`config.mk`:
```
export PLATFORM = sky130hd
export DESIGN_NAME = pnsc_subnet
export DESIGN_NICKNAME = d
export VERILOG_FILES = /design/src/rtl/pnsc_pkg.sv /design/src/rtl/pnsc_sync.sv /design/src/rtl/pnsc_fire.sv /design/src/rtl/pnsc_decode.sv /design/src/rtl/pnsc_subnet.sv
export SDC_FILE = /design/constraint.sdc
export NUM_CORES = 1
export LEC_CHECK = 0
export ABC_CLOCK_PERIOD_IN_PS = 1000
export BUFFER_PORTS_ARGS = -buffer_cell sky130_fd_sc_hd__buf_2
export CELL_PAD_IN_SITES_DETAIL_PLACEMENT = 0
export CELL_PAD_IN_SITES_GLOBAL_PLACEMENT = 2
export CORE_UTILIZATION = 24
export DETAILED_ROUTE_END_ITERATION = 6
export PLACE_DENSITY = 0.72
export SKIP_CTS_REPAIR_TIMING = 1
export SYNTH_ARGS = -nofsm -noshare
export SYNTH_HDL_FRONTEND = slang
export SYNTH_HIERARCHICAL = 1
export SYNTH_SLANG_ARGS = --single-unit
```
`constraint.sdc`:
```
create_clock -name clk -period 1 [get_ports clk]
set_input_delay 0.2 -clock clk [delete_from_list [all_inputs] [get_ports clk]]
set_output_delay 0.2 -clock clk [all_outputs]
set_load 0.1 [all_outputs]
```
`src/rtl/pnsc_pkg.sv`:
```
package pnsc_pkg;
  // Successor of place idx after stepping k places around a ring of n places.
  function automatic int unsigned ring_step(input int unsigned idx,
                                            input int unsigned k,
                                            input int unsigned n);
    return (idx + k) % n;
  endfunction
endpackage

```
`src/rtl/pnsc_sync.sv`:
```
module pnsc_sync #(
  parameter int unsigned WIDTH = 4
) (
  input  logic             clk,
  input  logic             rst,
  input  logic [WIDTH-1:0] d,
  output logic [WIDTH-1:0] q
);
  logic [WIDTH-1:0] meta_q;
  logic [WIDTH-1:0] safe_q;

  // Retiming chain, deliberately without reset: it only carries peer levels.
  always_ff @(posedge clk) begin
    meta_q <= d;
    safe_q <= meta_q;
  end

  assign q = safe_q;

  AST_SYNC_LATENCY: assert property (@(posedge clk) disable iff (rst)
    q == $past(d, 2));
endmodule

```
`src/rtl/pnsc_fire.sv`:
```
module pnsc_fire
  import pnsc_pkg::*;
#(
  parameter int unsigned N_PLACE    = 4,
  parameter int unsigned N_PEER     = 2,
  parameter logic [N_PLACE-1:0] SHARE_MASK = 4'b1010,
  parameter logic [N_PLACE-1:0] SKIP_MASK  = 4'b0101,
  localparam int unsigned CW      = (N_PLACE > 1) ? $clog2(N_PLACE) : 1,
  localparam int unsigned N_GUARD = 2 * N_PLACE,
  localparam int unsigned N_PFLAG = N_PEER * N_PLACE
) (
  input  logic               clk,
  input  logic               rst,
  input  logic [CW-1:0]      place_q,
  input  logic [N_GUARD-1:0] guard,
  input  logic [N_PFLAG-1:0] peer_s,
  output logic [CW-1:0]      place_d,
  output logic [N_PLACE-1:0] ring_fire,
  output logic [N_PLACE-1:0] skip_fire
);
  logic [N_PLACE-1:0] marked;
  logic [N_PLACE-1:0] peer_ok;
  logic [N_PLACE-1:0] ring_en;
  logic [N_PLACE-1:0] skip_en;
  logic [N_PLACE-1:0] hold_term;

  for (genvar i = 0; i < N_PLACE; i++) begin : g_place
    // Place conjunction from the literals of the binary code.
    assign marked[i] = (place_q == CW'(i));

    if (SHARE_MASK[i]) begin : g_shared
      logic [N_PEER-1:0] flags;
      for (genvar k = 0; k < N_PEER; k++) begin : g_peer
        assign flags[k] = peer_s[k*N_PLACE + i];
      end
      assign peer_ok[i] = &flags;

      AST_SHARED_WAIT: assert property (@(posedge clk) disable iff (rst)
        (marked[i] && !peer_ok[i] && !(SKIP_MASK[i] && guard[N_PLACE+i]))
        |=> (place_q == CW'(i)));
    end else begin : g_local
      assign peer_ok[i] = 1'b1;
    end

    assign ring_en[i]   = marked[i] & guard[i] & peer_ok[i];
    assign skip_en[i]   = marked[i] & SKIP_MASK[i] & guard[N_PLACE+i];
    assign hold_term[i] = marked[i] & ~(ring_en[i] | skip_en[i]);

    AST_HOLD_PLACE: assert property (@(posedge clk) disable iff (rst)
      (marked[i] && !guard[i] && !(SKIP_MASK[i] && guard[N_PLACE+i]))
      |=> $stable(place_q));

    AST_FORWARD_WINS: assert property (@(posedge clk) disable iff (rst)
      (marked[i] && guard[i] && peer_ok[i])
      |=> (place_q == CW'(ring_step(i, 1, N_PLACE))));

    if (SKIP_MASK[i]) begin : g_skip_chk
      AST_BYPASS_TARGET: assert property (@(posedge clk) disable iff (rst)
        (marked[i] && !guard[i] && guard[N_PLACE+i])
        |=> (place_q == CW'(ring_step(i, 2, N_PLACE))));
    end
  end

  // Ordered selection: lower transition index first, then hold.
  always_comb begin
    place_d   = '0;
    ring_fire = '0;
    skip_fire = '0;
    for (int i = 0; i < N_PLACE; i++) begin
      if (ring_en[i]) begin
        place_d      = CW'(ring_step(i, 1, N_PLACE));
        ring_fire[i] = 1'b1;
      end else if (skip_en[i]) begin
        place_d      = CW'(ring_step(i, 2, N_PLACE));
        skip_fire[i] = 1'b1;
      end else if (hold_term[i]) begin
        place_d = place_q;
      end
    end
  end

  AST_ONE_FIRE: assert property (@(posedge clk) disable iff (rst)
    $onehot0({ring_fire, skip_fire}));
endmodule

```
`src/rtl/pnsc_decode.sv`:
```
module pnsc_decode #(
  parameter int unsigned N_PLACE = 4,
  parameter int unsigned N_OUT   = 3,
  parameter logic [N_PLACE*N_OUT-1:0] OUT_TABLE = '0,
  localparam int unsigned CW = (N_PLACE > 1) ? $clog2(N_PLACE) : 1
) (
  input  logic [CW-1:0]    code,
  output logic [N_OUT-1:0] word
);
  // Code is the address, the owned output variables are the data word.
  always_comb begin
    word = '0;
    for (int p = 0; p < N_PLACE; p++) begin
      if (code == CW'(p)) begin
        word = OUT_TABLE[p*N_OUT +: N_OUT];
      end
    end
  end
endmodule

```
`src/rtl/pnsc_subnet.sv`:
```
module pnsc_subnet #(
  parameter int unsigned N_PLACE = 4,
  parameter int unsigned N_PEER  = 2,
  parameter int unsigned N_OUT   = 3,
  parameter logic [N_PLACE-1:0] SHARE_MASK = 4'b1010,
  parameter logic [N_PLACE-1:0] SKIP_MASK  = 4'b0101,
  parameter logic [N_PLACE*N_OUT-1:0] OUT_TABLE = {3'b110, 3'b100, 3'b010, 3'b001},
  localparam int unsigned CW      = (N_PLACE > 1) ? $clog2(N_PLACE) : 1,
  localparam int unsigned N_GUARD = 2 * N_PLACE,
  localparam int unsigned N_PFLAG = N_PEER * N_PLACE
) (
  input  logic               clk,
  input  logic               rst,
  input  logic [N_GUARD-1:0] guard_i,
  input  logic [N_PFLAG-1:0] peer_flag_i,
  output logic [N_OUT-1:0]   out_o,
  output logic [CW-1:0]      place_o,
  output logic [N_PLACE-1:0] sync_o
);
  localparam logic [N_PLACE-1:0] SYNC_HOME = SHARE_MASK & N_PLACE'(1);

  logic [N_PFLAG-1:0] peer_s;
  logic [CW-1:0]      place_q;
  logic [CW-1:0]      place_d;
  logic [N_PLACE-1:0] ring_fire;
  logic [N_PLACE-1:0] skip_fire;
  logic [N_PLACE-1:0] sync_d;
  logic [N_PLACE-1:0] sync_q;

  pnsc_sync #(.WIDTH(N_PFLAG)) u_sync (
    .clk (clk),
    .rst (rst),
    .d   (peer_flag_i),
    .q   (peer_s)
  );

  pnsc_fire #(
    .N_PLACE    (N_PLACE),
    .N_PEER     (N_PEER),
    .SHARE_MASK (SHARE_MASK),
    .SKIP_MASK  (SKIP_MASK)
  ) u_fire (
    .clk       (clk),
    .rst       (rst),
    .place_q   (place_q),
    .guard     (guard_i),
    .peer_s    (peer_s),
    .place_d   (place_d),
    .ring_fire (ring_fire),
    .skip_fire (skip_fire)
  );

  // Flags are formed from the next code so they leave a flop glitch-free.
  for (genvar i = 0; i < N_PLACE; i++) begin : g_flag
    assign sync_d[i] = SHARE_MASK[i] & (place_d == CW'(i));
  end

  always_ff @(posedge clk) begin
    if (rst) begin
      place_q <= '0;
      sync_q  <= SYNC_HOME;
    end else begin
      place_q <= place_d;
      sync_q  <= sync_d;
    end
  end

  pnsc_decode #(
    .N_PLACE   (N_PLACE),
    .N_OUT     (N_OUT),
    .OUT_TABLE (OUT_TABLE)
  ) u_decode (
    .code (place_q),
    .word (out_o)
  );

  assign place_o = place_q;
  assign sync_o  = sync_q;

  AST_CODE_RANGE: assert property (@(posedge clk) disable iff (rst)
    place_q < CW'(N_PLACE - 1) || place_q == CW'(N_PLACE - 1));

  AST_RESET_HOME: assert property (@(posedge clk) disable iff (rst)
    $past(rst) |-> (place_q == '0 && sync_q == SYNC_HOME));

  AST_FLAG_ONEHOT: assert property (@(posedge clk) disable iff (rst)
    $onehot0(sync_q));

  for (genvar i = 0; i < N_PLACE; i++) begin : g_flag_chk
    AST_FLAG_MARKED: assert property (@(posedge clk) disable iff (rst)
      sync_q[i] |-> (place_q == CW'(i) && SHARE_MASK[i]));
  end
endmodule

```
Word level (Yosys, flattened, before mapping)
Cells that the tools add are included.
Widths: inputs -> output; s select.
{"block": "totals", "regBits": 22, "wordCells": 45, "out_inout_bits": 9, "inputBits": 18}
{"block": "op_classes", "bitwise": 18, "reduce_logical": 3, "mux": 14, "n_eq_ne": 5}
{"operator": "$mux 2", "n": 11}
{"operator": "$and 1x1->1", "n": 12}
{"operator": "$eq 2x2->1 const B", "n": 3}
{"operator": "$mux 3", "n": 2}
{"operator": "$eq 2x1->1 const B", "n": 2}
{"operator": "$not 1->1", "n": 4}
{"operator": "$reduce_and 2->1", "n": 2}
{"operator": "$logic_not 2->1", "n": 1}
{"operator": "$or 1x1->1", "n": 2}
{"operator": "$mux 1", "n": 1}

Depth between registers and ports, before layout
Gate-level depths: netlist (run 1).
{"block": "depth", "depth_word": 16, "mapped_depth": 5, "mapped_depth_nobuf": 4}

Hierarchy
The synthesis (run 1) kept the hierarchy.
{"module": "pnsc_sync", "instances": 1, "area_each_um2": 320.3, "cells_each": 16, "seq_area_each_um2": 320.3}
{"module": "pnsc_fire", "instances": 1, "area_each_um2": 152.6, "cells_each": 19, "seq_area_each_um2": 0.0}
{"module": "pnsc_subnet", "instances": 1, "area_each_um2": 127.6, "cells_each": 11, "seq_area_each_um2": 80.1}
{"module": "pnsc_decode", "instances": 1, "area_each_um2": 11.3, "cells_each": 3, "seq_area_each_um2": 0.0}

Least setup slack after synthesis (run 1)
Ideal clock, no wire load.
{"block": "synth_path", "path_kind": "reg-to-output", "start": "register place_q[1], in the netlist place_o[1]", "end": "output port out_o[0]", "required_time_ps": 800, "arrival_time_ps": 2158, "n_path_buf": 0, "path_stages_with_launch": 2, "setup_slack_ps": -1358, "path_cell_list": "dfxtp_1 nor2_1"}
{"block": "synth_via", "elab_chain_len": 5, "elab_cells_between_ends": 8, "cone_classes": "3 x eq/ne; 4 x mux; 1 x reduce/logical"}
{"element": "start: declaration", "line": "pnsc_subnet.sv:23", "rtl": "logic [CW-1:0] place_q;"}
{"element": "start signal: assignment", "line": "pnsc_subnet.sv:63", "rtl": "place_q <= place_d;"}
{"element": "$logic_not 2->1", "line": "pnsc_decode.sv:14", "rtl": "if (code == CW'(p)) begin"}
{"element": "$mux 1", "line": "pnsc_decode.sv:14"}
{"element": "$mux 2", "line": "pnsc_decode.sv:14"}
{"element": "$mux 3", "line": "pnsc_decode.sv:14"}
{"element": "$mux 3 (*)", "line": "pnsc_decode.sv:14"}
{"element": "end: declaration", "line": "pnsc_subnet.sv:16", "rtl": "output logic [N_OUT-1:0] out_o,"}
Mark *: on every way between the ends. The rest lies on a longest branch, timed or not.

Worst setup path in the final report (run 1)
Same ends and word-level chain as after synthesis.

==> metrics.yaml, run 1 <==
clocking:
  cts_buffers: 3
  clkLatencyLatePin_ns: 0.26
  cts_max_path_buffers: 2
  cts_tree: "done"
  h-tree-depth: 1
  cts.clk_slew.worst_paths_ns: 0.07
  cts_root_buffer: "clkbuf_4"
  clkSinkCount: 12
timing:
  finalHoldViolCount: 0
  fin_skew_ns: 0.000249
  timing.final.crit_period_ns: 1.22
  rsz0062_at_grt: "true"
  max_freq_ghz: 0.817
  setup_viol: 9
  finalCritPeriodShare: 1.22
  drv_slew: 0
  worst_slack_ns: -0.224
  fin_tns_setup_ns: -1.29
placed_design:
  portBuffers: 18
  gp_congestion: 0.616
  dpl_cell_area_sq_um: 623
  dp_hpwl_um: 509
critical_path:
  worstReg2RegStart: "place_o[0]"
  critPathArrivalTime_ns: 1.02
  critical-path-max-stage-delay_ns: 0.36
  endpoint_kind: "output port"
  slowest_stage: "dfxtp_4"
  ff2ff_path_depth: 4
  cp-start-kind: "register"
  rrSetupSlack_ns: -0.19
  worstPathMaxFanout: 3
  crit_path_end: "out_o[0]"
  crit_start: "place_o[1]"
  crit_buf_inv: 2
  regToRegEndpoint: "sync_o[3]"
  crit_family: "flip-flops"
  required_ns: 0.80
  worst-path-stages: 3
  path_class: "reg2out"
  worstPathCellList: "buf_6 -> nor2_4 -> buf_12"
die:
  io_pins: 27
  core_sq_um: 1520
  start_util: 0.262
  row_count: 14
  dieArea_sq_um: 1830
  die_w_um: 42.8
  die_h_um: 42.8
power_and_ir_drop:
  netSwitchingPower_mw: 0.517
  comb_power_share: 0.383
  seqPwrFrac: 0.366
  netSwitchingFraction: 0.355
  internal_power_mw: 0.940
  powerDensity_nw_per_um2: 2100
  p_leak_nw: 0.308
  vdd.ir_drop.worst_v: 0.000839
  total_power_mw: 1.46
  clkPwrFrac: 0.252
yosys:
  synth_area_sq_um: 399
  yosys_warnings: 6
  synth.avg_cell_area_sq_um: 11.7
  netlist_instances: 34
status:
  failed_checks: "setup timing"
  outcome: "complete, but fails checks"
routing:
  first_pass_iters: 1
  wl_um: 664
  wire_per_inst_um: 9.10
  drtAntennaViolNets: 0
  drc_errors: 0
  vias: 293
  drt_iter0_markers: 0
  viasPerCell: 4.01
run:
  cap_violations: 0
layout:
  nets: 76
  antenna_cells: 0
  fill_cells: 144
  area_growth_pct: 74.0
  postLayoutCellArea_sq_um: 694
  drive_above_1_share: 0.596
global_routing:
  grt.overflow.total: 0
  grt_first_pass_wirelength_mm: 1.03
  grt.total_usage: 0.0790
  grt_pass1_vias: 272
  grt_max_degree: 8
  antenna_found_initial: 0
worst_hold_path:
  hold_path.class: "in2reg"
  worst_hold_path.num_cells: 1
cell type report:
| cell class | instances | area (sq um) | area share |
|---|---|---|---|
| Tap cell | 16 | 20.0 | 0.0288 |
| Clock buffer | 4 | 36.3 | 0.0523 |
| Timing Repair Buffer | 23 | 244 | 0.351 |
| Sequential cell | 12 | 249 | 0.359 |
| Inverter | 1 | 3.75 | 0.00541 |
| Multi-Input combinational cell | 17 | 141 | 0.204 |
worst register-to-register path, cell delays in order, from the launching register on:
cell      delay (ns)
dfxtp_4         0.35
buf_4           0.16
o211ai_1        0.22
nand3b_1        0.16
and3b_1         0.21
power groups by stage:
stage / clock, mW / combinational, mW / sequential [mW]
6_report: 0.367 / 0.557 / 0.533
5_1_grt: 0.404 / 0.575 / 0.538
4_1_cts: 0.384 / 0.520 / 0.546
3_5_place_dp: 0 / 0.520 / 0.557
3_3_place_gp: 0 / 0.517 / 0.556
2_1_floorplan: 0 / 0.239 / 0.674
how the worst min path moves through the flow:
stage	start	endpoint
after CTS	peer_flag_i[1]	u_sync/meta_q[1]
final	peer_flag_i[1]	u_sync/meta_q[1]
after global placement	peer_flag_i[3]	u_sync/meta_q[3]
after floorplan	peer_flag_i[1]	u_sync/meta_q[1]
after detailed placement	peer_flag_i[1]	u_sync/meta_q[1]
after global routing	peer_flag_i[5]	u_sync/meta_q[5]
metal layers:
| layer | track usage | routed length (um) | vias to the layer above |
|---|---|---|---|
| met3 | 0.0170 | 42 | 0 |
| met2 | 0.127 | 355 | 14 |
| met4 | 0.0938 | 0 | 0 |
| li1 | - | - | 154 |
| met5 | 0 | 0 | - |
| met1 | 0.0755 | 266 | 125 |
metrics by stage:
step,util,worst slack [ns],hold slack (ns),cells
final,0.456,-0.224,0.0320,73
after global placement,0.409,-0.0481,0.303,67
after global routing,0.456,-0.261,0.0124,73
after CTS,0.433,-0.322,0.0183,71
after floorplan,-,-0.285,0.228,35
after detailed placement,0.409,-0.0513,0.304,67
sequential cells by signal, summed over array words and instances, names as in the netlist:
| signal | cells |
|---|---|
| u_sync/meta_q | 4 |
| u_sync/q | 4 |
| place_o | 2 |
| sync_o | 2 |
placed cells by master (no fill, tap or decap), types with 2 or more instances in the layout:
cell / n
buf_2: 11
dfxtp_1: 9
buf_12: 7
clkbuf_4: 3
buf_6: 3
nor2b_1: 2
conb_1: 2
buf_4: 2
dfxtp_4: 2
nand4_1: 2
nor2_1: 2
o211ai_1: 2
nor4b_4: 2
Note: power is estimated with default switching activity, not from simulation.
==> inputs of run 2 (changes only) <==
- CORE_UTILIZATION: 24 -> 18
- PLACE_DENSITY: 0.72 -> 0.71
- SKIP_LAST_GASP: not set -> 1
- SYNTH_HIERARCHICAL: 1 -> not set
==> metrics.yaml, run 2 <==
global_routing:
  grt_first_pass_wirelength_um: 959
  grt.overflow.total: 0
  antenna_found_initial: 0
  grt.total_usage: 0.0655
  grt_max_degree: 9
  grt_pass1_vias: 237
power_and_ir_drop:
  vdd.ir_drop.worst_v: 0.000842
  p_leak_nw: 0.298
  powerDensity_nw_per_um2: 2050
die:
  die_w_um: 47.6
  core_sq_um: 1960
  io_pins: 27
  dieArea_sq_um: 2260
  die_h_um: 47.6
  start_util: 0.191
  row_count: 16
critical_path:
  crit_family: "flip-flops"
  ff2ff_path_depth: 4
  rrSetupSlack_ns: -0.17
  slowest_stage: "dfxtp_4"
  crit_buf_inv: 2
  worstPathMaxFanout: 5
  critical-path-max-stage-delay_ns: 0.35
  worstPathCellList: "buf_6 -> nor2_4 -> buf_12"
  required_ns: 0.80
  critPathArrivalTime_ns: 1.02
  worstReg2RegStart: "place_o[0]"
  endpoint_kind: "output port"
  regToRegEndpoint: "place_o[0]"
  path_class: "reg2out"
  worst-path-stages: 3
  cp-start-kind: "register"
yosys:
  ys_ff_latch: 12
  synth.avg_cell_area_sq_um: 11.3
  netlist_instances: 33
  synth_top_area_share: 0.642
  yosysMostFrequentCell: "dfxtp_1"
  synth_area_leader_cell: "dfxtp_1"
  synth_common_cells: "12 x dfxtp_1, 4 x nor2_1, 2 x buf_4, 2 x clkbuf_1, 2 x nor3b_1"
  yosys_warnings: 0
  yosysSeqAreaShare: 0.642
  synth_area_leaders: "dfxtp_1 64%, buf_4 4.0%, nor2_1 4.0%, nor3b_1 4.0%, or3_4 3.0%"
  async_flop_share: 0
  ys_types: 16
  synth-edff-count: 0
  synthFlopType: "dfxtp_1"
  synth_area_sq_um: 374
layout:
  drive_above_1_share: 0.643
  seq_area_sq_um: 250
  final_cell_mix: "11 x buf_2, 8 x dfxtp_1, 7 x buf_12"
  fill_cells: 217
  area_growth_pct: 81.9
  antenna_cells: 0
  multi_input_area_sq_um: 128
  final_common_cell: "buf_2"
  nets: 75
placed_design:
  gp_congestion: 0.651
  portBuffers: 18
  place_ws_ns: -0.0320
clocking:
  clkLatencyLatePin_ns: 0.26
  h-tree-depth: 1
  cts_tree: "done"
  cts_root_buffer: "clkbuf_4"
  cts_buffers: 3
  cts_max_path_buffers: 2
  cts.clk_slew.worst_paths_ns: 0.07
  clkSinkCount: 12
timing:
  rsz0062_at_grt: "true"
  whs_ns: 0.0356
  finalHoldViolCount: 0
  finalCritPeriodShare: 1.22
  fin_skew_ns: 0.00415
  timing.final.crit_period_ns: 1.22
  max_freq_ghz: 0.819
  drv_slew: 0
  worst_slack_ns: -0.221
  setup_viol: 8
status:
  failed_checks: "setup timing"
  outcome: "complete, but fails checks"
routing:
  drtAntennaViolNets: 0
  wire_per_inst_um: 8.05
  wl_um: 668
  vias: 298
  first_pass_iters: 1
  drc_errors: 0
  viasPerCell: 3.59
  drt_iter0_markers: 0
worst_hold_path:
  hold_path.class: "in2reg"
  min_to: "u_sync.meta_q[7]"
  worst_hold_path.num_cells: 1
  worstHoldStart: "peer_flag_i[7]"
run:
  cap_violations: 0
[run 2: final cells by class]
cell class	instances	share of cell area
tap	27	0.0496
multi-input combinational	18	0.187
sequential	12	0.368
clock buffer	4	0.0533
timing repair buffer	22	0.342
[run 2: cells by family (layout without fill, tap and decap cells)]
| group | after synthesis | in the layout | synth area share |
|---|---|---|---|
| flops | 12 | 12 | 0.642 |
| simple gates | 10 | 10 | 0.167 |
| buf+inv | 4 | 26 | 0.0602 |
| other cells | 1 | 2 | 0.0100 |
| compound gates | 6 | 6 | 0.120 |
[run 2: metal layers]
metal	global-route usage	part of all wire
met1	0.0624	0.39
met2	0.107	0.51
met3	0.0453	0.099
met4	0.0333	0
met5	0	0
[run 2: worst max path at each step]
stage / to / slack, ns / start
finish: out_o[0] / -0.22 / place_o[0]
global route: out_o[0] / -0.25 / place_o[0]
CTS: out_o[0] / -0.28 / place_o[0]
detailed placement: place_o[0] / -0.03 / place_o[0]
global placement: place_o[0] / -0.04 / place_o[0]
floorplan: out_o[0] / -0.18 / place_o[1]
[run 2: metrics by stage]
stage                     area (sq um)  utilization  instances  power [mW]  setup TNS, ns
final                              681        0.347         83        1.40          -1.09
after global routing               681        0.347         83        1.45          -1.37
after CTS                          653        0.333         81        1.40          -1.11
after detailed placement           617        0.314         77        1.02        -0.0320
after global placement             617        0.314         77        1.02        -0.0456
after floorplan                    409            -         34       0.864         -0.937
[run 2: report_power, final]
| part | internal (mW) | total [mW] | switching (mW) |
|---|---|---|---|
| sequential | 0.512 | 0.530 | 0.0178 |
| combinational | 0.183 | 0.499 | 0.316 |
| clock | 0.221 | 0.367 | 0.147 |
| total | 0.916 | 1.40 | 0.480 |
